### config.mk
export PLATFORM = sky130hd
export DESIGN_NAME = smb_byte_slave
export DESIGN_NICKNAME = d
export VERILOG_FILES = /design/src/rtl/smb_slave_pkg.sv /design/src/rtl/smb_line_sync.sv /design/src/rtl/smb_bus_watch.sv /design/src/rtl/smb_byte_fsm.sv /design/src/rtl/smb_byte_slave.sv
export SDC_FILE = /design/constraint.sdc
export NUM_CORES = 1
export LEC_CHECK = 0
export CORE_ASPECT_RATIO = 0.8
export CORE_MARGIN = 4
export CORE_UTILIZATION = 40
export CTS_BUF_LIST = sky130_fd_sc_hd__clkbuf_16
export DETAILED_ROUTE_END_ITERATION = 12
export PLACE_DENSITY = 0.65
export REMOVE_ABC_BUFFERS = 1
export SLEW_MARGIN = 20
export SYNTH_ARGS = -nofsm -noshare
export SYNTH_HDL_FRONTEND = slang
export SYNTH_HIERARCHICAL = 1
export SYNTH_SLANG_ARGS = --single-unit
### constraint.sdc
create_clock -name clk -period 4.4 [get_ports clk]
set_clock_uncertainty 0.1 [all_clocks]
set_input_delay 0.88 -clock clk [delete_from_list [all_inputs] [get_ports clk]]
set_output_delay 0.88 -clock clk [all_outputs]
set_load 0.005 [all_outputs]
### src/rtl/smb_slave_pkg.sv
package smb_slave_pkg;

   typedef enum logic [2:0] {
      ST_IDLE,
      ST_ADDR,
      ST_CMD,
      ST_WDAT,
      ST_TX,
      ST_SKIP
   } smb_state_e;

   localparam logic [6:0] ALERT_RESP_ADDR = 7'b0001100;

endpackage

### src/rtl/smb_line_sync.sv
module smb_line_sync #(
   parameter int STAGES = 2
) (
   input  logic clk,
   input  logic rst_n,
   input  logic scl_i,
   input  logic sda_i,
   output logic scl_o,
   output logic sda_o,
   output logic scl_rise_o,
   output logic scl_fall_o,
   output logic start_o,
   output logic stop_o
);

   logic [STAGES-1:0] scl_q;
   logic [STAGES-1:0] sda_q;
   logic              scl_p;
   logic              sda_p;

   generate
      for (genvar g = 0; g < STAGES; g++) begin : g_stage
         if (g == 0) begin : g_first
            always_ff @(posedge clk) begin
               if (!rst_n) begin
                  scl_q[0] <= 1'b1;
                  sda_q[0] <= 1'b1;
               end else begin
                  scl_q[0] <= scl_i;
                  sda_q[0] <= sda_i;
               end
            end
         end else begin : g_next
            always_ff @(posedge clk) begin
               if (!rst_n) begin
                  scl_q[g] <= 1'b1;
                  sda_q[g] <= 1'b1;
               end else begin
                  scl_q[g] <= scl_q[g-1];
                  sda_q[g] <= sda_q[g-1];
               end
            end
         end
      end
   endgenerate

   always_ff @(posedge clk) begin
      if (!rst_n) begin
         scl_p <= 1'b1;
         sda_p <= 1'b1;
      end else begin
         scl_p <= scl_o;
         sda_p <= sda_o;
      end
   end

   assign scl_o      = scl_q[STAGES-1];
   assign sda_o      = sda_q[STAGES-1];
   assign scl_rise_o = scl_o & ~scl_p;
   assign scl_fall_o = ~scl_o & scl_p;
   assign start_o    = scl_o & scl_p & sda_p & ~sda_o;
   assign stop_o     = scl_o & scl_p & ~sda_p & sda_o;

endmodule

### src/rtl/smb_bus_watch.sv
module smb_bus_watch #(
   parameter int TIMEOUT_CYC = 2_500_000,
   parameter int IDLE_CYC    = 5000
) (
   input  logic clk,
   input  logic rst_n,
   input  logic scl_s_i,
   input  logic sda_s_i,
   input  logic start_i,
   input  logic stop_i,
   output logic timeout_o,
   output logic idle_hit_o,
   output logic bus_idle_o
);

   localparam int TO_W = $clog2(TIMEOUT_CYC + 1);
   localparam int ID_W = $clog2(IDLE_CYC + 1);

   logic [TO_W-1:0] low_cnt;
   logic [ID_W-1:0] high_cnt;
   logic            both_high;

   assign both_high = scl_s_i & sda_s_i;

   always_ff @(posedge clk) begin
      if (!rst_n) begin
         low_cnt <= '0;
      end else if (scl_s_i) begin
         low_cnt <= '0;
      end else if (low_cnt != TO_W'(TIMEOUT_CYC)) begin
         low_cnt <= low_cnt + 1'b1;
      end
   end

   always_ff @(posedge clk) begin
      if (!rst_n) begin
         high_cnt <= '0;
      end else if (!both_high) begin
         high_cnt <= '0;
      end else if (high_cnt != ID_W'(IDLE_CYC)) begin
         high_cnt <= high_cnt + 1'b1;
      end
   end

   assign timeout_o  = !scl_s_i && (low_cnt == TO_W'(TIMEOUT_CYC - 1));
   assign idle_hit_o = both_high && (high_cnt == ID_W'(IDLE_CYC - 1));

   always_ff @(posedge clk) begin
      if (!rst_n) begin
         bus_idle_o <= 1'b1;
      end else if (start_i) begin
         bus_idle_o <= 1'b0;
      end else if (stop_i || idle_hit_o) begin
         bus_idle_o <= 1'b1;
      end
   end

   assert_idle_after_stop_R8 : assert property (@(posedge clk) disable iff (!rst_n)
      stop_i |=> bus_idle_o);

   assert_busy_after_start_R8 : assert property (@(posedge clk) disable iff (!rst_n)
      start_i |=> !bus_idle_o);

endmodule

### src/rtl/smb_byte_fsm.sv
module smb_byte_fsm
   import smb_slave_pkg::*;
#(
   parameter int IDX_W   = 3,
   parameter int MAX_IDX = 6
) (
   input  logic             clk,
   input  logic             rst_n,
   input  logic [6:0]       dev_addr_i,
   input  logic             sda_s_i,
   input  logic             scl_rise_i,
   input  logic             scl_fall_i,
   input  logic             start_i,
   input  logic             stop_i,
   input  logic             timeout_i,
   input  logic             idle_hit_i,
   input  logic             alert_pend_i,
   input  logic [7:0]       rd_data_i,
   output logic             sda_oe_o,
   output logic             alert_clr_o,
   output logic [IDX_W-1:0] reg_idx_o,
   output logic [7:0]       wr_data_o,
   output logic             wr_stb_o,
   output logic             rd_stb_o
);

   smb_state_e state;
   smb_state_e nxt_state;
   smb_state_e dec_nxt;
   logic       ack_ph;
   logic [3:0] bit_cnt;
   logic [7:0] rx_sh;
   logic [7:0] tx_sh;
   logic       ara_mode;
   logic       dec_ack;
   logic       dec_ara;
   logic [7:0] tx_load;

   always_comb begin
      dec_ack = 1'b0;
      dec_ara = 1'b0;
      dec_nxt = ST_SKIP;
      case (state)
         ST_ADDR: begin
            if (rx_sh == {dev_addr_i, 1'b0}) begin
               dec_ack = 1'b1;
               dec_nxt = ST_CMD;
            end else if (rx_sh == {dev_addr_i, 1'b1}) begin
               dec_ack = 1'b1;
               dec_nxt = ST_TX;
            end else if (rx_sh == {ALERT_RESP_ADDR, 1'b1} && alert_pend_i) begin
               dec_ack = 1'b1;
               dec_ara = 1'b1;
               dec_nxt = ST_TX;
            end
         end
         ST_CMD: begin
            if (rx_sh <= 8'(MAX_IDX)) begin
               dec_ack = 1'b1;
               dec_nxt = ST_WDAT;
            end
         end
         ST_WDAT: begin
            dec_ack = 1'b1;
            dec_nxt = ST_SKIP;
         end
         default: ;
      endcase
   end

   assign tx_load = ara_mode ? {dev_addr_i, 1'b0} : rd_data_i;

   always_ff @(posedge clk) begin
      if (!rst_n) begin
         state       <= ST_IDLE;
         nxt_state   <= ST_IDLE;
         ack_ph      <= 1'b0;
         bit_cnt     <= '0;
         rx_sh       <= '0;
         tx_sh       <= '0;
         ara_mode    <= 1'b0;
         sda_oe_o    <= 1'b0;
         alert_clr_o <= 1'b0;
         reg_idx_o   <= '0;
         wr_data_o   <= '0;
         wr_stb_o    <= 1'b0;
         rd_stb_o    <= 1'b0;
      end else begin
         wr_stb_o    <= 1'b0;
         rd_stb_o    <= 1'b0;
         alert_clr_o <= 1'b0;
         if (timeout_i || idle_hit_i || stop_i) begin
            state    <= ST_IDLE;
            ack_ph   <= 1'b0;
            sda_oe_o <= 1'b0;
         end else if (start_i) begin
            state    <= ST_ADDR;
            ack_ph   <= 1'b0;
            bit_cnt  <= '0;
            sda_oe_o <= 1'b0;
         end else begin
            case (state)
               ST_ADDR, ST_CMD, ST_WDAT: begin
                  if (scl_rise_i && !ack_ph) begin
                     rx_sh   <= {rx_sh[6:0], sda_s_i};
                     bit_cnt <= bit_cnt + 1'b1;
                  end else if (scl_fall_i && !ack_ph && bit_cnt == 4'd8) begin
                     ack_ph    <= 1'b1;
                     sda_oe_o  <= dec_ack;
                     nxt_state <= dec_nxt;
                     if (state == ST_ADDR) begin
                        ara_mode <= dec_ara;
                     end
                     if (state == ST_CMD && dec_ack) begin
                        reg_idx_o <= rx_sh[IDX_W-1:0];
                     end
                     if (state == ST_WDAT) begin
                        wr_stb_o  <= 1'b1;
                        wr_data_o <= rx_sh;
                     end
                  end else if (scl_fall_i && ack_ph) begin
                     ack_ph  <= 1'b0;
                     bit_cnt <= '0;
                     state   <= nxt_state;
                     if (nxt_state == ST_TX) begin
                        tx_sh    <= tx_load;
                        sda_oe_o <= ~tx_load[7];
                        rd_stb_o <= ~ara_mode;
                     end else begin
                        sda_oe_o <= 1'b0;
                     end
                  end
               end
               ST_TX: begin
                  if (scl_rise_i && !ack_ph) begin
                     if (tx_sh[7] && !sda_s_i) begin
                        sda_oe_o <= 1'b0;
                        state    <= ST_SKIP;
                     end
                  end else if (scl_fall_i && !ack_ph) begin
                     bit_cnt <= bit_cnt + 1'b1;
                     if (bit_cnt == 4'd7) begin
                        sda_oe_o <= 1'b0;
                        ack_ph   <= 1'b1;
                     end else begin
                        tx_sh    <= {tx_sh[6:0], 1'b0};
                        sda_oe_o <= ~tx_sh[6];
                     end
                  end else if (scl_rise_i && ack_ph) begin
                     alert_clr_o <= ara_mode;
                  end else if (scl_fall_i && ack_ph) begin
                     ack_ph <= 1'b0;
                     state  <= ST_SKIP;
                  end
               end
               default: ;
            endcase
         end
      end
   end

   assert_strobe_excl_R3 : assert property (@(posedge clk) disable iff (!rst_n)
      !(wr_stb_o && rd_stb_o));

   assert_wr_idx_R3 : assert property (@(posedge clk) disable iff (!rst_n)
      wr_stb_o |-> (32'(reg_idx_o) <= MAX_IDX));

   assert_clr_pulse_R5 : assert property (@(posedge clk) disable iff (!rst_n)
      alert_clr_o |=> !alert_clr_o);

   assert_timeout_release_R7 : assert property (@(posedge clk) disable iff (!rst_n)
      timeout_i |=> !sda_oe_o);

endmodule

### src/rtl/smb_byte_slave.sv
module smb_byte_slave #(
   parameter int         SYNC_STAGES = 2,
   parameter int         TIMEOUT_CYC = 2_500_000,
   parameter int         IDLE_CYC    = 5000,
   parameter int         IDX_W       = 3,
   parameter int         MAX_IDX     = 6,
   parameter logic [3:0] ADDR_PREFIX = 4'b0100
) (
   input  logic             clk,
   input  logic             rst_n,
   input  logic [2:0]       strap_i,
   input  logic             scl_i,
   input  logic             sda_i,
   output logic             sda_oe_o,
   input  logic             alert_pend_i,
   output logic             alert_clr_o,
   output logic [IDX_W-1:0] reg_idx_o,
   output logic [7:0]       wr_data_o,
   output logic             wr_stb_o,
   output logic             rd_stb_o,
   input  logic [7:0]       rd_data_i,
   output logic             bus_idle_o
);

   generate
      if (SYNC_STAGES < 2) begin : g_bad_sync
         $error("SYNC_STAGES must be at least 2");
      end
      if (IDLE_CYC < 4 || TIMEOUT_CYC < 4) begin : g_bad_cnt
         $error("IDLE_CYC and TIMEOUT_CYC must be at least 4");
      end
      if (MAX_IDX >= (1 << IDX_W) || MAX_IDX > 255) begin : g_bad_idx
         $error("MAX_IDX must fit in IDX_W bits");
      end
   endgenerate

   logic [6:0] dev_addr;
   logic       scl_s;
   logic       sda_s;
   logic       scl_rise;
   logic       scl_fall;
   logic       start_ev;
   logic       stop_ev;
   logic       timeout_ev;
   logic       idle_hit;

   always_ff @(posedge clk) begin
      if (!rst_n) begin
         dev_addr <= {ADDR_PREFIX[3:0], strap_i};
      end
   end

   smb_line_sync #(
      .STAGES (SYNC_STAGES)
   ) sync_i (
      .clk        (clk),
      .rst_n      (rst_n),
      .scl_i      (scl_i),
      .sda_i      (sda_i),
      .scl_o      (scl_s),
      .sda_o      (sda_s),
      .scl_rise_o (scl_rise),
      .scl_fall_o (scl_fall),
      .start_o    (start_ev),
      .stop_o     (stop_ev)
   );

   smb_bus_watch #(
      .TIMEOUT_CYC (TIMEOUT_CYC),
      .IDLE_CYC    (IDLE_CYC)
   ) watch_i (
      .clk        (clk),
      .rst_n      (rst_n),
      .scl_s_i    (scl_s),
      .sda_s_i    (sda_s),
      .start_i    (start_ev),
      .stop_i     (stop_ev),
      .timeout_o  (timeout_ev),
      .idle_hit_o (idle_hit),
      .bus_idle_o (bus_idle_o)
   );

   smb_byte_fsm #(
      .IDX_W   (IDX_W),
      .MAX_IDX (MAX_IDX)
   ) fsm_i (
      .clk          (clk),
      .rst_n        (rst_n),
      .dev_addr_i   (dev_addr),
      .sda_s_i      (sda_s),
      .scl_rise_i   (scl_rise),
      .scl_fall_i   (scl_fall),
      .start_i      (start_ev),
      .stop_i       (stop_ev),
      .timeout_i    (timeout_ev),
      .idle_hit_i   (idle_hit),
      .alert_pend_i (alert_pend_i),
      .rd_data_i    (rd_data_i),
      .sda_oe_o     (sda_oe_o),
      .alert_clr_o  (alert_clr_o),
      .reg_idx_o    (reg_idx_o),
      .wr_data_o    (wr_data_o),
      .wr_stb_o     (wr_stb_o),
      .rd_stb_o     (rd_stb_o)
   );

endmodule

; ---- Yosys cells after proc, flatten, opt, wreduce, memory -nomap -nowiden
; Cells that the tools add are included.
[classes]
addsub = 3
magnitude_cmp = 1
eq_ne = 40
n_mux = 58
bitwise = 25
n_reduce_logical = 38
[op_table]
columns = op, n
row1 = $mux 8, 8
row2 = $mux 3, 11
row3 = $mux 1, 26
row4 = $mux 4, 6
row5 = $reduce_and 6->1, 4
row6 = $add 22x1->22 const B, 1
row7 = $eq 22x22->1 const B, 1
row8 = $ne 22x22->1 const B, 1
row9 = $ne 3x2->1 const B, 6
row10 = $not 1->1, 17
row11 = $eq 8x7->1, 2
row12 = $pmux 8 s2, 1
row13 = $reduce_and 8->1, 2
row14 = $ne 3x1->1 const B, 5
row15 = $reduce_and 5->1, 3
row16 = $add 13x1->13 const B, 1
row17 = $eq 13x13->1 const B, 1
row18 = $ne 13x13->1 const B, 1
row19 = $ne 4x2->1 const B, 3
row20 = $pmux 3 s2, 2
row21 = $logic_and 1x1->1, 10
row22 = $reduce_and 10->1, 1
row23 = $and 1x1->1, 8
row24 = $eq 8x5->1 const B, 1
row25 = other kinds (26), 43
[totals]
ff_bits = 88
in_bits = 16
output_inout_bits = 16
word_cells = 189

; ---- Logic depth before layout (Yosys ltp)
[depth]
ltp_word = 9
ltp_mapped = 10
mapped_depth_nobuf = 9

; ---- Cells and area by module
; The synthesis kept the hierarchy.
[by_module_without_submodules]
columns = module, n_inst, cells_per_inst, area_per_inst_um2, seq_area_each_um2
row1 = smb_byte_fsm, 1, 256, 2198.4, 860.8
row2 = smb_bus_watch, 1, 212, 1769.2, 720.7
row3 = smb_line_sync, 1, 16, 190.2, 120.1
row4 = smb_byte_slave, 1, 6, 101.3, 90.1

; ---- Worst setup path before layout
; No wires, ideal clock.
[synth_path]
path_type = register to register
from = register watch_i.low_cnt[17]
to = register fsm_i.wr_data_o[0]
setup_ns = 0.128
arrival_ns = 2.207
required_ns = 4.172
setup_slack_ns = 1.965
stages_incl_launch_ff = 11
path_buffers = 1
period_less_slack_ns = 2.435
cell_sequence = dfxtp_1 and2_1 and4_1 clkbuf_1 nand2_1 nor4_1 nor3_1 nand4_1 nor2_2 mux2i_1 nor2_1
[synth_via]
elab_chain_len = 6
[synth_rtl]
columns = element, line
row1 = "start, declared", smb_bus_watch.sv:19  ; logic [TO_W-1:0] low_cnt;
row2 = "start signal, assigned", smb_bus_watch.sv:31  ; low_cnt <= low_cnt + 1'b1;
row3 = $eq 22x22->1, smb_bus_watch.sv:45  ; assign timeout_o = !scl_s_i && (low_cnt == TO_W'(TIMEOUT_CYC - 1));
row4 = $logic_and 1x1->1, smb_bus_watch.sv:45
row5 = named net timeout_ev, smb_byte_slave.sv:44  ; logic timeout_ev;
row6 = $logic_or 1x1->1 (2 in a row), smb_byte_fsm.sv:92  ; if (timeout_i || idle_hit_i || stop_i) begin
row7 = $not 1->1 (no line), n/a
row8 = $reduce_and 6->1 (no line), n/a
row9 = "end signal, assigned", smb_byte_fsm.sv:119  ; wr_data_o <= rx_sh;
row10 = "end, declared", smb_byte_fsm.sv:22  ; output logic [7:0] wr_data_o,
; The timed path passes the listed nets, and every way through them passes these cells.
; A chain may end at the register's enable or synchronous reset.

; ---- Final worst setup path
[layout_path]
from = register watch_i.low_cnt[17]
to = register fsm_i.wr_data_o[2]
; The elaborated chain is that of the path after synthesis.

==> reports/metrics.yaml <==
drt:
  num_vias: 3585
  via_per_inst: 5.375
  drt_first_pass_iters: 4
  ant_nets: 0
  wl_per_cell_um: 13.95
  drt_iter0_drc: 283
  postRouteWirelength_mm: 9.307
  route.detailed.drc: 0
placed_design:
  gp_congestion: 0.8644
  place_inst: 651
  dpl.hpwl_mm: 6.563
  pre_cts_slack_ns: 1.617
  dpl_cell_area_um2: 4688
  port_buffers: 31
synthesis:
  synth_edf_count: 3
  synth_commonest_cells: "85 x dfxtp_1, 65 x nor2_1, 41 x nand2_1"
  async_flop_share: 0
  yosys_warnings: 6
  synth_most_common_cell: "dfxtp_1"
  synth_seq_cells: 88
  synthFlopType: "dfxtp_1"
  synth.avg_cell_area_um2: 8.692
  syn_area_um2: 4259
  yosys-top-cells-area: "dfxtp_1 40%, mux2i_1 8.2%, nor2_1 5.7%"
  synth_top_cell_area_share: 0.3995
  syn_inst: 490
  netlist-cell-type-count: 61
  yosysTopAreaCell: "dfxtp_1"
  synth.yosys.seq_area_share: 0.4207
clock_tree:
  cts_root_buf: "clkbuf_16"
  cts_tree: "yes"
  h-tree-depth: 3
  ctsHoldBuffers: 0
  post_cts_resize_count: 0
  clock_sinks: 88
  cts_setup_buffers: 0
  cts.clk_slew.worst_paths_ns: 0.07
  clk_latency_ns: 0.34
  cts_max_path_buffers: 2
  numCtsBuffers: 9
final_layout:
  areaGrowthSynthToFinish_pct: 17.60
  num-fill-cells: 1021
  final_layout_size_suffix_gt1_frac: 0.05693
  finish.net_count: 544
  final-instance-count-excl-fill: 667
  num_antenna_cells: 0
  design_area_um2: 5009
  final_core_util: 0.4852
worst_hold_path:
  holdPathStages: 1
  min_from: "sync_i/sda_q[0]$_SDFF_PN1_"
  hold_class: "reg -> reg"
  holdPathEnd: "sync_i/sda_o$_SDFF_PN1_"
setup_path:
  crit_type: "reg -> reg"
  worstReg2RegEnd: "fsm_i/wr_data_o[2]$_SDFFE_PN0P_"
  cp.required_ns: 4.53
  r2r_cells: 9
  worstSetupStartpointType: "flip-flop"
  crit_path_end_kind: "flip-flop"
  r2r_setup_slack_ns: 1.56
  rr_startpoint: "watch_i/low_cnt[17]$_SDFFE_PP0P_"
  crit_arrival_ns: 2.97
  path_max_fanout: 8
power_and_ir_drop:
  p_total_mw: 1.705
  swShare: 0.2153
  pwr-share-seq: 0.480
  internal_power_mw: 1.338
  vdd_ir_drop_max_mv: 0.2108
  clock_power_share: 0.481
  leakagePower_nw: 1.720
  power_frac_comb: 0.039
  power.density_nw_per_um2: 340.5
  power_switching_mw: 0.3671
floorplan:
  die_y_um: 100.3
  die_area_um2: 12370
  core_area_um2: 10320
  ios: 32
  die_w_um: 123.4
  start_util: 0.4126
  num_rows: 33
grt:
  grt_usage: 0.1573
  gr-total-overflow: 0
  grt_pass1_vias: 3284
  antenna_found_initial: 0
  grt_max_degree: 24
  grt_pass1_wl_mm: 15.77
timing:
  timing.final.hold_violations: 0
  fin_ws_ns: 1.564
  hold_ws_ns: 0.3112
  slew_headroom: 0.3053
  fin_crit_ns: 2.836
  max_freq_mhz: 352.6
  rsz0062_at_grt: "no"
  slew_viol_final: 0
  worst_pin_slew_ns: 1.037
  setup_viol: 0
  post-route-period-util: 0.6446
  final.setup.tns_ns: 0
job:
  drv_cap: 0
outcome:
  status: "complete, no violations"
-- flip-flops by register name (all words and copies together) (netlist names), 3 cells and up --
name	count
dev_addr	3
fsm_i/rx_sh	8
watch_i/high_cnt	13
fsm_i/tx_sh	8
fsm_i/reg_idx_o	3
fsm_i/wr_data_o	8
fsm_i/nxt_state	3
fsm_i/bit_cnt	4
fsm_i/state	3
watch_i/low_cnt	22
-- logic make-up after synthesis --
family	synth area share
and+or+nand+nor	0.2741
muxes	0.08226
buffers and inverters	0.03878
adders and majority gates	0.01763
AOI/OAI and AO/OA	0.1113
xor gates and xnor gates	0.05347
DFF	0.4207
other	0.001763
-- cells in the final DEF, fill, tap and decap left out, types with 3 or more instances in the layout --
cell	count
nor3_1	18
and3b_1	3
nor4_1	9
xor2_1	12
conb_1	8
dfxtp_1	85
a31o_2	3
clkbuf_16	9
and2_1	3
xnor2_1	14
or3_1	8
nand2_1	41
nand2b_1	12
inv_1	19
mux2i_1	35
edfxtp_1	3
nor2_1	65
a21oi_1	20
and3_1	3
a31oi_1	5
o21ai_0	18
nand3_1	18
nand4_1	14
ha_1	6
nor3b_1	3
a41o_1	3
clkdlybuf4s50_1	31
nor2b_1	8
-- area by class of cell --
class | instances | area [um2] | area share
multi-input combinational | 371 | 2325 | 0.4642
sequential | 88 | 1792 | 0.3577
timing repair buffer | 33 | 325.3 | 0.06495
clock buffer | 9 | 225.2 | 0.04497
tap | 140 | 175.2 | 0.03497
clock inverter | 7 | 95.09 | 0.01899
inverter | 19 | 71.32 | 0.01424
-- worst max-delay path: stages (launching register included) --
cell     delay (ns)
dfxtp_1        0.34
and2_1         0.20
and4_1         0.29
nand2_1        0.09
nor4_1         0.06
nor3_1         0.40
nand4_1        0.38
nor2_2         0.56
mux2i_1        0.25
nor2_1         0.05
-- worst max path at each step --
stage | cells past startpoint | from | end
after floorplan | 9 | watch_i/low_cnt[17]$_SDFFE_PP0P_ | fsm_i/wr_data_o[0]$_SDFFE_PN0P_
after global placement | 9 | watch_i/low_cnt[17]$_SDFFE_PP0P_ | fsm_i/wr_data_o[0]$_SDFFE_PN0P_
after detailed placement | 9 | watch_i/low_cnt[17]$_SDFFE_PP0P_ | fsm_i/wr_data_o[1]$_SDFFE_PN0P_
after CTS | 9 | watch_i/low_cnt[17]$_SDFFE_PP0P_ | fsm_i/wr_data_o[4]$_SDFFE_PN0P_
after global routing | 9 | watch_i/low_cnt[17]$_SDFFE_PP0P_ | fsm_i/wr_data_o[7]$_SDFFE_PN0P_
final | 9 | watch_i/low_cnt[17]$_SDFFE_PP0P_ | fsm_i/wr_data_o[2]$_SDFFE_PN0P_
-- routing by layer --
layer,part of all wire,GRT usage
met4,0.0086,0.04936
met2,0.44,0.2285
met1,0.51,0.2288
met5,0,0
met3,0.041,0.03831
-- power groups by stage --
stage	registers [mW]	clock network, mW	logic [mW]
4_1_cts	0.819	0.838	0.0667
6_report	0.819	0.820	0.0668
5_1_grt	0.819	0.882	0.0749
3_3_place_gp	0.836	0	0.0651
2_1_floorplan	0.833	0	0.0374
3_5_place_dp	0.837	0	0.0664
Power figures use the tool's default switching activity.
